[src/rtl/pinmux_pkg.sv]
package pinmux_pkg;

   localparam int FN_W      = 3;
   localparam int ALT_IDX_W = 3;

   typedef enum logic [FN_W-1:0] {
      FN_IN   = 3'd0,
      FN_OUT  = 3'd1,
      FN_ALT5 = 3'd2,
      FN_ALT4 = 3'd3,
      FN_ALT0 = 3'd4,
      FN_ALT1 = 3'd5,
      FN_ALT2 = 3'd6,
      FN_ALT3 = 3'd7
   } fn_code_e;

   typedef struct packed {
      logic                 oe;
      logic                 alt_en;
      logic [ALT_IDX_W-1:0] alt_idx;
   } pin_ctl_t;

   // Translate a stored code into pad-side controls.
   function automatic pin_ctl_t decode_fn(input logic [FN_W-1:0] code);
      pin_ctl_t c;
      c = '0;
      case (fn_code_e'(code))
         FN_IN:   c = '0;
         FN_OUT:  c.oe = 1'b1;
         FN_ALT0, FN_ALT1, FN_ALT2, FN_ALT3: begin
            c.alt_en  = 1'b1;
            c.alt_idx = {1'b0, code[1:0]};
         end
         FN_ALT4: begin
            c.alt_en  = 1'b1;
            c.alt_idx = 3'd4;
         end
         FN_ALT5: begin
            c.alt_en  = 1'b1;
            c.alt_idx = 3'd5;
         end
         default: c = '0;
      endcase
      return c;
   endfunction

endpackage

[src/rtl/pinmux_fsel.sv]
module pinmux_fsel
   import pinmux_pkg::*;
#(
   parameter int NUM_PINS = 54,
   parameter int PER_WORD = 10,
   parameter int NWORDS   = 6,
   localparam int FS_W    = PER_WORD * FN_W,
   localparam int WIX_W   = (NWORDS > 1) ? $clog2(NWORDS) : 1
) (
   input  logic                     clk,
   input  logic                     rst_n,
   input  logic                     wr_en,
   input  logic [WIX_W-1:0]         wr_word,
   input  logic [FS_W-1:0]          wdata,
   input  logic [WIX_W-1:0]         rd_word,
   output logic [FS_W-1:0]          rdata,
   output logic [NUM_PINS*FN_W-1:0] fn_flat
);

   logic [NUM_PINS*FN_W-1:0] fn_q;

   always_ff @(posedge clk) begin
      if (!rst_n) begin
         fn_q <= '0;
      end else if (wr_en) begin
         for (int p = 0; p < NUM_PINS; p++) begin
            if (int'(wr_word) == p / PER_WORD)
               fn_q[p*FN_W +: FN_W] <= wdata[(p % PER_WORD)*FN_W +: FN_W];
         end
      end
   end

   always_comb begin
      rdata = '0;
      for (int p = 0; p < NUM_PINS; p++) begin
         if (int'(rd_word) == p / PER_WORD)
            rdata[(p % PER_WORD)*FN_W +: FN_W] = fn_q[p*FN_W +: FN_W];
      end
   end

   assign fn_flat = fn_q;

endmodule

[src/rtl/pinmux_outlatch.sv]
module pinmux_outlatch #(
   parameter int NUM_PINS = 54,
   parameter int DATA_W   = 32,
   parameter int NBANKS   = 2,
   localparam int BIX_W   = (NBANKS > 1) ? $clog2(NBANKS) : 1
) (
   input  logic                clk,
   input  logic                rst_n,
   input  logic                set_en,
   input  logic                clr_en,
   input  logic [BIX_W-1:0]    bank,
   input  logic [DATA_W-1:0]   wdata,
   output logic [NUM_PINS-1:0] out_q
);

   always_ff @(posedge clk) begin
      if (!rst_n) begin
         out_q <= '0;
      end else begin
         for (int p = 0; p < NUM_PINS; p++) begin
            if (int'(bank) == p / DATA_W && wdata[p % DATA_W]) begin
               if (set_en)      out_q[p] <= 1'b1;
               else if (clr_en) out_q[p] <= 1'b0;
            end
         end
      end
   end

endmodule

[src/rtl/pinmux_insync.sv]
module pinmux_insync #(
   parameter int NUM_PINS = 54,
   parameter int STAGES   = 2
) (
   input  logic                clk,
   input  logic                rst_n,
   input  logic [NUM_PINS-1:0] raw_in,
   output logic [NUM_PINS-1:0] sync_out
);

   generate
      if (STAGES == 0) begin : g_bypass
         assign sync_out = raw_in;
      end else begin : g_chain
         logic [NUM_PINS-1:0] stage_q [STAGES];
         always_ff @(posedge clk) begin
            if (!rst_n) begin
               for (int i = 0; i < STAGES; i++) stage_q[i] <= '0;
            end else begin
               stage_q[0] <= raw_in;
               for (int i = 1; i < STAGES; i++) stage_q[i] <= stage_q[i-1];
            end
         end
         assign sync_out = stage_q[STAGES-1];
      end
   endgenerate

endmodule

[src/rtl/pinmux_regfile.sv]
module pinmux_regfile
   import pinmux_pkg::*;
#(
   parameter int NUM_PINS    = 54,
   parameter int DATA_W      = 32,
   parameter int ADDR_W      = 8,
   parameter int SYNC_STAGES = 2,
   parameter int FSEL_BASE   = 'h00,
   parameter int SET_BASE    = 'h1C,
   parameter int CLR_BASE    = 'h28,
   parameter int LEV_BASE    = 'h34
) (
   input  logic                          clk,
   input  logic                          rst_n,
   input  logic [ADDR_W-1:0]             bus_addr,
   input  logic                          bus_wr,
   input  logic [DATA_W-1:0]             bus_wdata,
   output logic [DATA_W-1:0]             bus_rdata,
   input  logic [NUM_PINS-1:0]           pin_in,
   output logic [NUM_PINS-1:0]           pin_oe,
   output logic [NUM_PINS-1:0]           pin_out,
   output logic [NUM_PINS-1:0]           pin_alt_en,
   output logic [NUM_PINS*ALT_IDX_W-1:0] pin_alt_idx
);

   localparam int PER_WORD = DATA_W / FN_W;
   localparam int FS_W     = PER_WORD * FN_W;
   localparam int NWORDS   = (NUM_PINS + PER_WORD - 1) / PER_WORD;
   localparam int NBANKS   = (NUM_PINS + DATA_W - 1) / DATA_W;
   localparam int WIX_W    = (NWORDS > 1) ? $clog2(NWORDS) : 1;
   localparam int BIX_W    = (NBANKS > 1) ? $clog2(NBANKS) : 1;

   // Elaboration-time parameter checks.
   generate
      if (DATA_W != 32)
         $error("pinmux_regfile: DATA_W must be 32");
      if (NUM_PINS < 1 || NUM_PINS > 4 * DATA_W)
         $error("pinmux_regfile: NUM_PINS out of range");
      if (FSEL_BASE + 4 * NWORDS > SET_BASE)
         $error("pinmux_regfile: configuration words overlap the set registers");
      if (SET_BASE + 4 * NBANKS > CLR_BASE || CLR_BASE + 4 * NBANKS > LEV_BASE)
         $error("pinmux_regfile: strobe or level regions overlap");
      if (LEV_BASE + 4 * NBANKS > (1 << ADDR_W))
         $error("pinmux_regfile: address space too small");
   endgenerate

   // Address decode.
   int               addr_i;
   logic             aligned;
   logic             fs_hit, set_hit, clr_hit, lev_hit;
   logic [WIX_W-1:0] fs_word;
   logic [BIX_W-1:0] bank_sel;

   always_comb begin
      addr_i   = int'(bus_addr);
      aligned  = (bus_addr[1:0] == 2'b00);
      fs_hit   = aligned && addr_i >= FSEL_BASE && addr_i < FSEL_BASE + 4*NWORDS;
      set_hit  = aligned && addr_i >= SET_BASE  && addr_i < SET_BASE  + 4*NBANKS;
      clr_hit  = aligned && addr_i >= CLR_BASE  && addr_i < CLR_BASE  + 4*NBANKS;
      lev_hit  = aligned && addr_i >= LEV_BASE  && addr_i < LEV_BASE  + 4*NBANKS;
      fs_word  = WIX_W'((addr_i - FSEL_BASE) / 4);
      bank_sel = '0;
      if (set_hit) bank_sel = BIX_W'((addr_i - SET_BASE) / 4);
      if (clr_hit) bank_sel = BIX_W'((addr_i - CLR_BASE) / 4);
      if (lev_hit) bank_sel = BIX_W'((addr_i - LEV_BASE) / 4);
   end

   // Function-code storage.
   logic [FS_W-1:0]          fs_rdata;
   logic [NUM_PINS*FN_W-1:0] fn_flat;

   pinmux_fsel #(
      .NUM_PINS (NUM_PINS),
      .PER_WORD (PER_WORD),
      .NWORDS   (NWORDS)
   ) fsel_i (
      .clk     (clk),
      .rst_n   (rst_n),
      .wr_en   (bus_wr && fs_hit),
      .wr_word (fs_word),
      .wdata   (bus_wdata[FS_W-1:0]),
      .rd_word (fs_word),
      .rdata   (fs_rdata),
      .fn_flat (fn_flat)
   );

   // Output latches, touched only by set/clear strobes.
   pinmux_outlatch #(
      .NUM_PINS (NUM_PINS),
      .DATA_W   (DATA_W),
      .NBANKS   (NBANKS)
   ) latch_i (
      .clk    (clk),
      .rst_n  (rst_n),
      .set_en (bus_wr && set_hit),
      .clr_en (bus_wr && clr_hit),
      .bank   (bank_sel),
      .wdata  (bus_wdata),
      .out_q  (pin_out)
   );

   // Input level sampling.
   logic [NUM_PINS-1:0]      lev_q;
   logic [NBANKS*DATA_W-1:0] lev_pad;

   pinmux_insync #(
      .NUM_PINS (NUM_PINS),
      .STAGES   (SYNC_STAGES)
   ) sync_i (
      .clk      (clk),
      .rst_n    (rst_n),
      .raw_in   (pin_in),
      .sync_out (lev_q)
   );

   always_comb begin
      lev_pad                 = '0;
      lev_pad[NUM_PINS-1:0]   = lev_q;
   end

   // Read mux.
   always_comb begin
      bus_rdata = '0;
      if (fs_hit)
         bus_rdata[FS_W-1:0] = fs_rdata;
      else if (lev_hit)
         bus_rdata = lev_pad[int'(bank_sel)*DATA_W +: DATA_W];
   end

   // Per-pin pad controls.
   generate
      for (genvar p = 0; p < NUM_PINS; p++) begin : g_pin
         pin_ctl_t ctl;
         assign ctl = decode_fn(fn_flat[p*FN_W +: FN_W]);
         assign pin_oe[p]                              = ctl.oe;
         assign pin_alt_en[p]                          = ctl.alt_en;
         assign pin_alt_idx[p*ALT_IDX_W +: ALT_IDX_W] = ctl.alt_idx;
      end
   endgenerate

endmodule

[config.mk]
export PLATFORM = sky130hd
export DESIGN_NAME = pinmux_regfile
export DESIGN_NICKNAME = d
export VERILOG_FILES = /design/src/rtl/pinmux_pkg.sv /design/src/rtl/pinmux_fsel.sv /design/src/rtl/pinmux_outlatch.sv /design/src/rtl/pinmux_insync.sv /design/src/rtl/pinmux_regfile.sv
export SDC_FILE = /design/constraint.sdc
export NUM_CORES = 1
export LEC_CHECK = 0
export BUFFER_PORTS_ARGS = -buffer_cell sky130_fd_sc_hd__buf_2
export CORE_MARGIN = 5
export CORE_UTILIZATION = 56
export CTS_CLUSTER_SIZE = 20
export DETAILED_ROUTE_END_ITERATION = 7
export PLACE_DENSITY = 0.88
export SLEW_MARGIN = 20
export SYNTH_ARGS = -nofsm -noshare
export SYNTH_HDL_FRONTEND = slang
export SYNTH_SLANG_ARGS = --single-unit
[constraint.sdc]
create_clock -name clk -period 3.4 [get_ports clk]
set_clock_uncertainty 0.1 [all_clocks]
set_input_delay 0.34 -clock clk [delete_from_list [all_inputs] [get_ports clk]]
set_output_delay 0.34 -clock clk [all_outputs]
set_load 0.005 [all_outputs]
# Word-level counts from Yosys, hierarchy flattened
# Memory sizes are Yosys's and may differ from the RTL's.
# Index checks and enable logic that the tools add are counted.
dict set report totals {
  ramBits 108
  mem_count 1
  elab_cells 822
  reg_bits 216
}
dict set report op_classes {
  eq_ne 383
  mux 174
  magnitude_cmp 7
  n_shift 1
  reduce_logical 184
  n_addsub 6
  bitwise 6
}
# name depth width read_ports rd_ports_with_merged_regs wr line_no
set memory_table {}
lappend memory_table {sync_i.g_chain.stage_q 2 54 2 0 2 pinmux_insync.sv:15} ;# logic [NUM_PINS-1:0] stage_q [STAGES];
# cell count
set ops {}
lappend ops {{3-bit == test (second input constant)} 220}
lappend ops {{4-bit one-hot mux with 3 select lines} 54}
lappend ops {{3-bit by 2-bit == test with 1-bit output (second input constant)} 109}
lappend ops {{4-bit OR reduction} 54}
lappend ops {{3-bit by 1-bit == test with 1-bit output (second input constant)} 54}
lappend ops {{3-bit two-way mux} 54}
lappend ops {{2-bit AND reduction} 60}
lappend ops {{54-bit two-way mux} 2}
lappend ops {{1-bit logical AND} 64}
lappend ops {{64-bit by 7-bit indexed part select with 32-bit output} 1}
lappend ops {{1-bit two-way mux} 61}
lappend ops {{32-bit two-way mux} 1}
lappend ops {{30-bit two-way mux} 1}
lappend ops {{8-bit by 6-bit less-than comparator with 1-bit output (second input constant)} 3}
lappend ops {{8-bit by 6-bit subtractor with 9-bit output (second input constant)} 2}
lappend ops {{8-bit by 6-bit greater-or-equal comparator with 1-bit output (second input constant)} 2}
lappend ops {{8-bit by 5-bit subtractor with 9-bit output (second input constant)} 1}
lappend ops {{8-bit by 5-bit greater-or-equal comparator with 1-bit output (second input constant)} 1}
lappend ops {{8-bit by 5-bit less-than comparator with 1-bit output (second input constant)} 1}
lappend ops {{2-bit OR reduction} 3}
lappend ops {{1-bit adder} 3}
lappend ops {{1-bit AND} 3}
lappend ops {{3-bit logical NOT} 1}
lappend ops {{2-bit logical NOT} 1}
lappend ops {{other kinds (4)} 5}

# Logic depth before layout (Yosys ltp)
# Gate-level depths: netlist of the first run.
dict set report depth {
  ltp_word 10
  mapped_depth 8
  mapped_depth_nobuf 4
}

# Cells and area by module
# Synthesis of the first run repeated with hierarchy kept, for this count alone.
dict set report unflattened {
  cells_unflattened 1869
  hier_area_um2 15376.0
}
# mod cells_each area_each_um2 instances seq_area_each_um2
set by_module_without_submodules {}
lappend by_module_without_submodules {pinmux_fsel 754 6786.5 1 3243.1}
lappend by_module_without_submodules {pinmux_insync 281 3316.9 1 2162.1}
lappend by_module_without_submodules {pinmux_regfile 567 2926.6 1 0.0}
lappend by_module_without_submodules {pinmux_outlatch 267 2346.0 1 1081.0}

# Worst setup path before layout of the first run
# Ideal clock, no wire load.
dict set report synth_path {
  path_type {input -> output}
  from {input port bus_addr[2]}
  to {output port bus_rdata[17]}
  path_buffers 4
  slack_ps 1369
  arrival_time_ps 1591
  required_time_ps 2960
  stages 7
  path_cell_list {buf_4 > buf_2 > buf_4 > inv_1 > clkbuf_1 > a22oi_1 > o211ai_1}
}
dict set report synth_via {
  elab_chain_cells 9
  elab_cells_between_ends 39
  cone_classes {add/sub: 6; order compare: 7; eq/ne: 4; shift: 1; mux: 10; bitwise: 3; reduce/logical: 8}
}
# item line_no
set synth_lines {}
lappend synth_lines {{from (decl)} pinmux_regfile.sv:15} ;# input logic [ADDR_W-1:0] bus_addr,
lappend synth_lines {{8-bit by 5-bit subtractor with 9-bit output or 8-bit by 5-bit greater-or-equal comparator with 1-bit output (tied branches)} {pinmux_regfile.sv:63, pinmux_regfile.sv:58}}
lappend synth_lines {{1-bit AND (no line) or 1-bit logical AND (tied branches)} -}
lappend synth_lines {{1-bit adder (no line) or 1-bit logical AND (tied branches)} -}
lappend synth_lines {{1-bit two-way mux} pinmux_regfile.sv:63} ;# if (set_hit) bank_sel = BIX_W'((addr_i - SET_BASE) / 4);
lappend synth_lines {{1-bit two-way mux} pinmux_regfile.sv:64} ;# if (clr_hit) bank_sel = BIX_W'((addr_i - CLR_BASE) / 4);
lappend synth_lines {{1-bit two-way mux} pinmux_regfile.sv:65} ;# if (lev_hit) bank_sel = BIX_W'((addr_i - LEV_BASE) / 4);
lappend synth_lines {{64-bit by 7-bit indexed part select with 32-bit output} pinmux_regfile.sv:127} ;# bus_rdata = lev_pad[int'(bank_sel)*DATA_W +: DATA_W];
lappend synth_lines {{32-bit two-way mux} pinmux_regfile.sv:126} ;# else if (lev_hit)
lappend synth_lines {{30-bit two-way mux *} pinmux_regfile.sv:124} ;# if (fs_hit)
lappend synth_lines {{to (decl)} pinmux_regfile.sv:18} ;# output logic [DATA_W-1:0] bus_rdata,
# Mark *: on every way between the ends. The rest lies on a longest branch, timed or not.

# Worst setup path in the final report of the first run
dict set report layout_path {
  from {input port bus_addr[6]}
  to {output port bus_rdata[29]}
}
# The elaborated chain is that of the path after synthesis.

==> results of run 1 <==
==> power groups by stage <==
| stage | Combinational (mW) | Clock, mW | Sequential (mW) |
|---|---|---|---|
| after floorplan | 0.253 | 0 | 3.96 |
| after global placement | 0.399 | 0 | 3.96 |
| after detailed placement | 0.408 | 0 | 3.96 |
| after CTS | 0.460 | 3.93 | 3.88 |
| after global routing | 0.506 | 4.11 | 3.88 |
| final | 0.477 | 3.93 | 3.88 |
==> synth_stat cells, types with 19 or more instances <==
master and number:
clkbuf_1 74, mux2_2 74, or2_2 54, buf_2 41, nor2b_1 104, o2bb2ai_1 19
nand2_1 297, a21boi_0 120, a21oi_2 20, a22oi_1 66, and2_1 165, dfxtp_1 324
mux2i_1 61, a32o_1 22, a21oi_1 22, nor2_1 64, inv_1 57
==> final timing paths <==
kind,cells past startpoint,startpoint,slack [ns],to
max,6,bus_addr[6],0.55,bus_rdata[29]
min reg2reg,1,sync_i.g_chain.stage_q[0][40],0.32,sync_i.g_chain.stage_q[0][94]
max reg2reg,2,fsel_i.fn_flat[68],2.49,fsel_i.fn_flat[68]
min,2,bus_wdata[8],0.06,latch_i.out_q[8]
==> cell type report <==
class | instances | area (um^2)
sequential | 324 | 6486
timing repair buffer | 552 | 3189
multi-input combinational | 1218 | 7913
tap | 341 | 426.7
fill | 1902 | 7463
clock inverter | 13 | 197.7
antenna | 2 | 5.005
clock buffer | 47 | 980.9
inverter | 57 | 214.0
==> registers in the layout, indices dropped and copies added, names as in the netlist <==
| register | count |
|---|---|
| fsel_i.fn_flat | 162 |
| latch_i.out_q | 54 |
| sync_i.g_chain.stage_q | 108 |
==> logic make-up after synthesis <==
family / count (synthesis)
buffers and inverters: 194
DFF: 324
muxes: 137
AOI/OAI and AO/OA: 359
and+or+nand+nor: 722
==> timing repair <==
action / 4_1_cts / 5_1_grt
hold buffers: 56 / 0
endpoints found under the hold margin: 56 / 0
endpoints found under the setup margin: 0 / 0
==> metal layers <==
metal  up-vias  wire, um  GRT usage, %
met3       157      4629         6.296
met5         -        13             0
li1       6739         -             -
met1      6963     20990         40.58
met4         2      2045         13.45
met2       841     26050         57.33
==> per-stage QoR <==
stage / total power [mW] / hold slack [ns] / instance area [um^2] / setup slack, ns / util [%]
finish: 8.284 / 0.05795 / 19410 / 0.5466 / 72.23
global route: 8.503 / 0.06785 / 19410 / 0.4258 / 72.23
CTS: 8.274 / 0.04228 / 19410 / 0.5847 / 72.21
detailed placement: 4.371 / 0.3177 / 17670 / 0.5390 / 65.74
global placement: 4.359 / 0.3155 / 17670 / 0.6312 / 65.74
floorplan: 4.208 / 0.3119 / 15240 / 1.369 / -
==> critical path, stage by stage <==
cell and delay [ns]:
buf_2 0.13, nor4_2 0.62, nand2_1 0.52, nor3_4 0.47
o2bb2ai_1 0.17, buf_2 0.15
==> metrics, run 1 <==
Routability Congestion=0.9463; Sink Count=approximately 320; drt total wl=53.73 mm; Int Power=6.459 mW; Syn. warnings=0; Syn Inst Count=1736; Post-DRT Antenna Nets=0; initial antenna violation count=4; chip height=175.0 um; DP Cell Count=2436; dominant cell type by area after synthesis=dfxtp_1; Final period util=83.92%; status=completed; Worst Tran Pin Value=0.9967 ns; Netlist cell types=51; first-pass GRT wire length=80.93 mm; Crit path required time=2.96 ns; io pins=453; critical path startpoint category=input pin; share of cells above drive strength 1=32.29%; Max IR drop VDD=between 0.3 and 0.4 mV; main combinational cell family by area after synthesis=simple AND/OR/NAND/NOR gates; Synth area leaders=dfxtp_1 43%, nand2_1 7.3%, and2_1 6.8%, a21boi_0 5.9%, mux2_2 5.5%; TritonCTS clock tree=yes; CP Data Arrival Time=about 2.4 ns; H-tree levels=2; Net Sw Frac=22.03%; XOR/XNOR Fraction of Synth Area=0%; clock latency on the worst-skew pair=0.51 ns; syn avg cell area=8.781 um^2; post-cts gate resize count=0; Die Area=between 30000 and 40000 um^2; Sequential Power Share=between 40% and 50%; nets=2284; clock power share=47.4%; fmax=around 350 MHz; Yosys top cell area share=42.55%; port buffer count=452; largest net degree at the start of global routing=182; mux cell area share after synthesis=9.768%; commonest non-fill, non-tap cell in the layout=buf_2; via-per-instance ratio=about 5.8; Crit. End Element=output port; unrepaired setup endpoints after global routing=no; via count=~15000; post-synthesis sequential area ratio=around 43%; setup TNS=0 ns; FF+latch count, synth=324; CTS Root Cell=clkbuf_16; Fin. Hold Viols=0; Num CTS Buffers=34; Primary FF master, synth=dfxtp_1; Die Wd=between 150 and 200 um; leakage power=9.078 nW; vias in the first global route=14462; Area growth syn-to-layout=27.35%; Mapped Area=15240 um^2; fin crit period=2.853 ns; Simple-Gate Fraction of Synth Area=23.92%; Max-Cap Viols=0; final std cells w/o fill=2554; Row Count=60; net load switching power=1.825 mW; Comb power frac=5.8%; fraction of registers with async set/reset=0%; DRC=0; CTS Buffer Depth=3; kind of critical path=in2out; average routed wire per standard cell=21.04 um; slew margin rel.=approximately a third; post-synthesis adder-cell area fraction=0%; core area=between 20000 and 30000 um^2; aggregate global routing overflow=0; Synth Area in Compound Gates=18.12%; commonest non-fill, non-tap cells in the layout=450 x buf_2, 324 x dfxtp_1, 297 x nand2_1; Iteration-0 DRC Markers=between 1000 and 1500; crit path max fanout=12; DP HPWL=37.39 mm; worst min-delay path class=in2reg; Syn Nets=1833; Final setup viols=0; Final Max Tran Viols=0; EDFF count, synth=0; Initial Util=between 50% and 60%; P per Cell Area=426.7 nW/um^2; clock-pin slew on the worst setup and hold paths=0.06 ns; drt pass-1 iters=6; Total GRT Usage=33.08%; Setup Buffers After CTS=0
No activity file was read; power rests on OpenSTA's default activity.
==> run 2, diff against run 1 <==
--- a/config.mk
+++ b/config.mk
@@ -5,12 +5,13 @@
 export SDC_FILE = /design/constraint.sdc
 export NUM_CORES = 1
 export LEC_CHECK = 0
+export ABC_AREA = 1
 export BUFFER_PORTS_ARGS = -buffer_cell sky130_fd_sc_hd__buf_2
 export CORE_MARGIN = 5
-export CORE_UTILIZATION = 56
+export CORE_UTILIZATION = 46
 export CTS_CLUSTER_SIZE = 20
 export DETAILED_ROUTE_END_ITERATION = 7
-export PLACE_DENSITY = 0.88
+export PLACE_DENSITY = 0.78
 export SLEW_MARGIN = 20
 export SYNTH_ARGS = -nofsm -noshare
 export SYNTH_HDL_FRONTEND = slang
==> constraint.sdc (replaced) <==
create_clock -name clk -period 2.4 [get_ports clk]
set_clock_uncertainty 0.1 [all_clocks]
set_input_delay 0.24 -clock clk [delete_from_list [all_inputs] [get_ports clk]]
set_output_delay 0.24 -clock clk [all_outputs]
set_load 0.005 [all_outputs]
==> metrics, run 2 <==
Design Area, Final=19240 um^2 (was 19410 um^2); crit path max fanout=10 (was 12); commonest non-fill, non-tap cells in the layout=449 x buf_2, 378 x inv_1, 370 x nand2_1 (was 450 x buf_2, 324 x dfxtp_1, 297 x nand2_1); leakage power=10.42 nW (was 9.078 nW); Max IR drop VDD=0.5163 mV (was 0.3893 mV); max FFs per register=162 (unchanged); delay-heaviest family, CP=buffers and inverters (was simple AND/OR/NAND/NOR gates); clock power share=46.2% (was 47.4%); cell with the most instances after synthesis=inv_1 (was dfxtp_1); Iteration-0 DRC Markers=1510 (was 1386); Comb power frac=6.1% (was 5.8%); nets=2715 (was 2284); worst r2r dst=fsel_i.fn_flat[137] (was fsel_i.fn_flat[68]); commonest non-fill, non-tap cell in the layout=buf_2 (unchanged); dominant cell type by area after synthesis=dfxtp_1 (unchanged); core area=30670 um^2 (was 26880 um^2); Num CTS Buffers=35 (was 34); Sequential Power Share=47.7% (was 46.9%); Net Sw Frac=23.31% (was 22.03%); Die Wd=186.7 um (was 175.0 um); via-per-instance ratio=5.203 (was 5.756); Worst Tran Pin Value=0.9140 ns (was 0.9967 ns); Yosys top cell area share=45.16% (was 42.55%); setup TNS=0 ns (unchanged); P per Cell Area=600.2 nW/um^2 (was 426.7 nW/um^2); R2R Setup Slk=1.46 ns (was 2.49 ns); Syn Inst Count=2104 (was 1736); H-tree levels=2 (unchanged); RR Startpoint=fsel_i.fn_flat[137] (was fsel_i.fn_flat[68]); fin crit period=2.367 ns; CP cell instances=buf_2, inv_4, nand2_2, nor2_1, inv_1, buf_4, nor2_1, o41ai_2, buf_4, nand2_1, buf_2 (was buf_2, nor4_2, nand2_1, nor3_4, o2bb2ai_1, buf_2); CP endpoint=bus_rdata[6] (was bus_rdata[29]); largest net degree at the start of global routing=114 (was 182); Final setup viols=0 (unchanged); CTS Root Cell=clkbuf_16 (unchanged); DP HPWL=41.01 mm (was 37.39 mm); kind of critical path=in2out (unchanged); Max Used Layer=met4 (was met5); Max-Cap Viols=0 (unchanged); io pins=453 (unchanged); drt total wl=56.10 mm (was 53.73 mm); top post-synthesis cells by count=380 x inv_1, 374 x nand2_1, 324 x dfxtp_1 (was 324 x dfxtp_1, 297 x nand2_1, 165 x and2_1); Die Area=34850 um^2 (was 30620 um^2); Sink Count=324 (unchanged); via count=15816 (was 14702); Fin. Hold Viols=0 (unchanged); Final period util=98.62%; Final Max Tran Viols=0 (unchanged); unrepaired setup endpoints after global routing=yes (was no); TritonCTS clock tree=yes (unchanged); Netlist cell types=32 (was 51); count of cells along the worst register-to-register path=2 (unchanged); CP Depth=11 (was 6); fraction of registers with async set/reset=0% (unchanged); FF+latch count, synth=324 (unchanged); Primary FF master, synth=dfxtp_1 (unchanged); first-pass GRT wire length=85.84 mm (was 80.93 mm); slew margin rel.=39.00% (was 33.55%); Row Count=64 (was 60); average routed wire per standard cell=18.45 um (was 21.04 um); initial antenna violation count=2 (was 4); critical path startpoint category=input pin (unchanged); met3 WL=5.015 mm (was 4.629 mm); fmax=422.5 MHz; Synth area leaders=dfxtp_1 45%, inv_1 9.9%, nand2_1 9.8%, a21oi_1 9.1%, o21ai_0 7.8% (was dfxtp_1 43%, nand2_1 7.3%, and2_1 6.8%, a21boi_0 5.9%, mux2_2 5.5%); net load switching power=2.692 mW (was 1.825 mW); Cell Area, Placed=17300 um^2 (was 17670 um^2); CTS Buffer Depth=3 (unchanged); Worst path max stage delay=0.42 ns (was 0.62 ns); Initial Util=46.83% (was 56.72%); total power=11.55 mW (was 8.284 mW); WP buf/inv=6 (was 2); Int Power=8.854 mW (was 6.459 mW); Mapped Area=14360 um^2 (was 15240 um^2); syn avg cell area=6.826 um^2 (was 8.781 um^2); chip height=186.7 um (was 175.0 um); Routability Congestion=0.9814 (was 0.9463); status=completed (unchanged); Post-DRT Antenna Nets=0 (unchanged); Met2 Routed Length=26.18 mm (was 26.05 mm); CP Launch Point=bus_addr[2] (was bus_addr[6]); aggregate global routing overflow=0 (unchanged); Crit path required time=2.06 ns (was 2.96 ns); drt pass-1 iters=6 (unchanged); CP Data Arrival Time=2.03 ns (was 2.41 ns); clock-pin slew on the worst setup and hold paths=0.06 ns (about the same); WL met1=23.11 mm (was 20.99 mm); Fillers=2644 (was 1902); vias in the first global route=15062 (was 14462); highest-delay cell along the critical path=o41ai_2 (was nor4_2); DRC=0 (unchanged); Area growth syn-to-layout=33.94% (was 27.35%); Total GRT Usage=30.32% (was 33.08%); clock latency on the worst-skew pair=0.51 ns (about the same); port buffer count=452 (unchanged); Layout Utilization=62.72% (was 72.23%); worst min-delay path class=in2reg (unchanged); Crit. End Element=output port (unchanged); share of cells above drive strength 1=24.19% (was 32.29%); WHS=0.02860 ns (was 0.05795 ns); post-synthesis sequential area ratio=45.16% (was 42.55%); Syn Nets=2201 (was 1833); Syn. warnings=0 (unchanged); EDFF count, synth=0 (unchanged)
[run 2: power by group through the flow]
stage	Combinational, mW	Clock (mW)	Sequential [mW]
after floorplan	0.310	0	5.61
after global placement	0.574	0	5.62
after detailed placement	0.585	0	5.62
after CTS	0.669	5.38	5.50
after global routing	0.772	5.62	5.51
final	0.704	5.34	5.50
[run 2: metrics by stage]
step	cells	setup WS, ns
after floorplan	2104	0.5624
after global placement	2909	-0.05498
after detailed placement	2909	-0.04752
after CTS	3034	0.01643
after global routing	3040	-0.01666
final	3040	0.03323
[run 2: cells by family (layout without fill, tap and decap cells)]
| family | after synthesis | count (layout) | synth area share, % |
|---|---|---|---|
| other cells | 0 | 2 | 0 |
| flops | 324 | 324 | 45.16 |
| buf+inv | 497 | 1035 | 13.63 |
| compound gates | 571 | 571 | 20.88 |
| simple gates | 712 | 712 | 20.33 |
[run 2: what timing repair did]
item	CTS	global route
hold endpoints to repair	65	0
hold buffers	64	0
pin swaps	0	7
gates resized for setup	5	26
cloned	0	1
buffers inserted	0	3
endpoints found under the setup margin	5	27
[run 2: how the worst min path moves through the flow]
stage                     cells past startpoint                     startpoint                       endpoint
final                                         3                   bus_wdata[6]             fsel_i.fn_flat[96]
after global routing                          3                   bus_wdata[5]            fsel_i.fn_flat[155]
after CTS                                     3                   bus_wdata[8]              fsel_i.fn_flat[8]
after detailed placement                      2  sync_i.g_chain.stage_q[0][35]  sync_i.g_chain.stage_q[0][89]
after global placement                        2  sync_i.g_chain.stage_q[0][37]  sync_i.g_chain.stage_q[0][91]
after floorplan                               2                      pin_in[0]   sync_i.g_chain.stage_q[0][0]
[run 2: cell type report]
class / count / area [um^2] / area share, %
sequential: 324 / 6486 / 33.72
multi-input combinational: 1283 / 6013 / 31.26
timing repair buffer: 590 / 3646 / 18.95
inverter: 384 / 1451 / 7.545
clock buffer: 46 / 1020 / 5.301
tap: 396 / 495.5 / 2.576
clock inverter: 15 / 118.9 / 0.6179
antenna: 2 / 5.005 / 0.02602
[run 2: tightest hold or removal path, stage by stage]
cell and delay [ns]:
buf_2 0.15, o21ai_0 0.16, a21oi_1 0.04
[run 2: routing by layer]
metal,vias to the layer above,GRT usage (%)
met2,794,50.38
met5,-,0
met1,7208,39.47
li1,7710,-
met3,104,6.465
met4,0,10.03
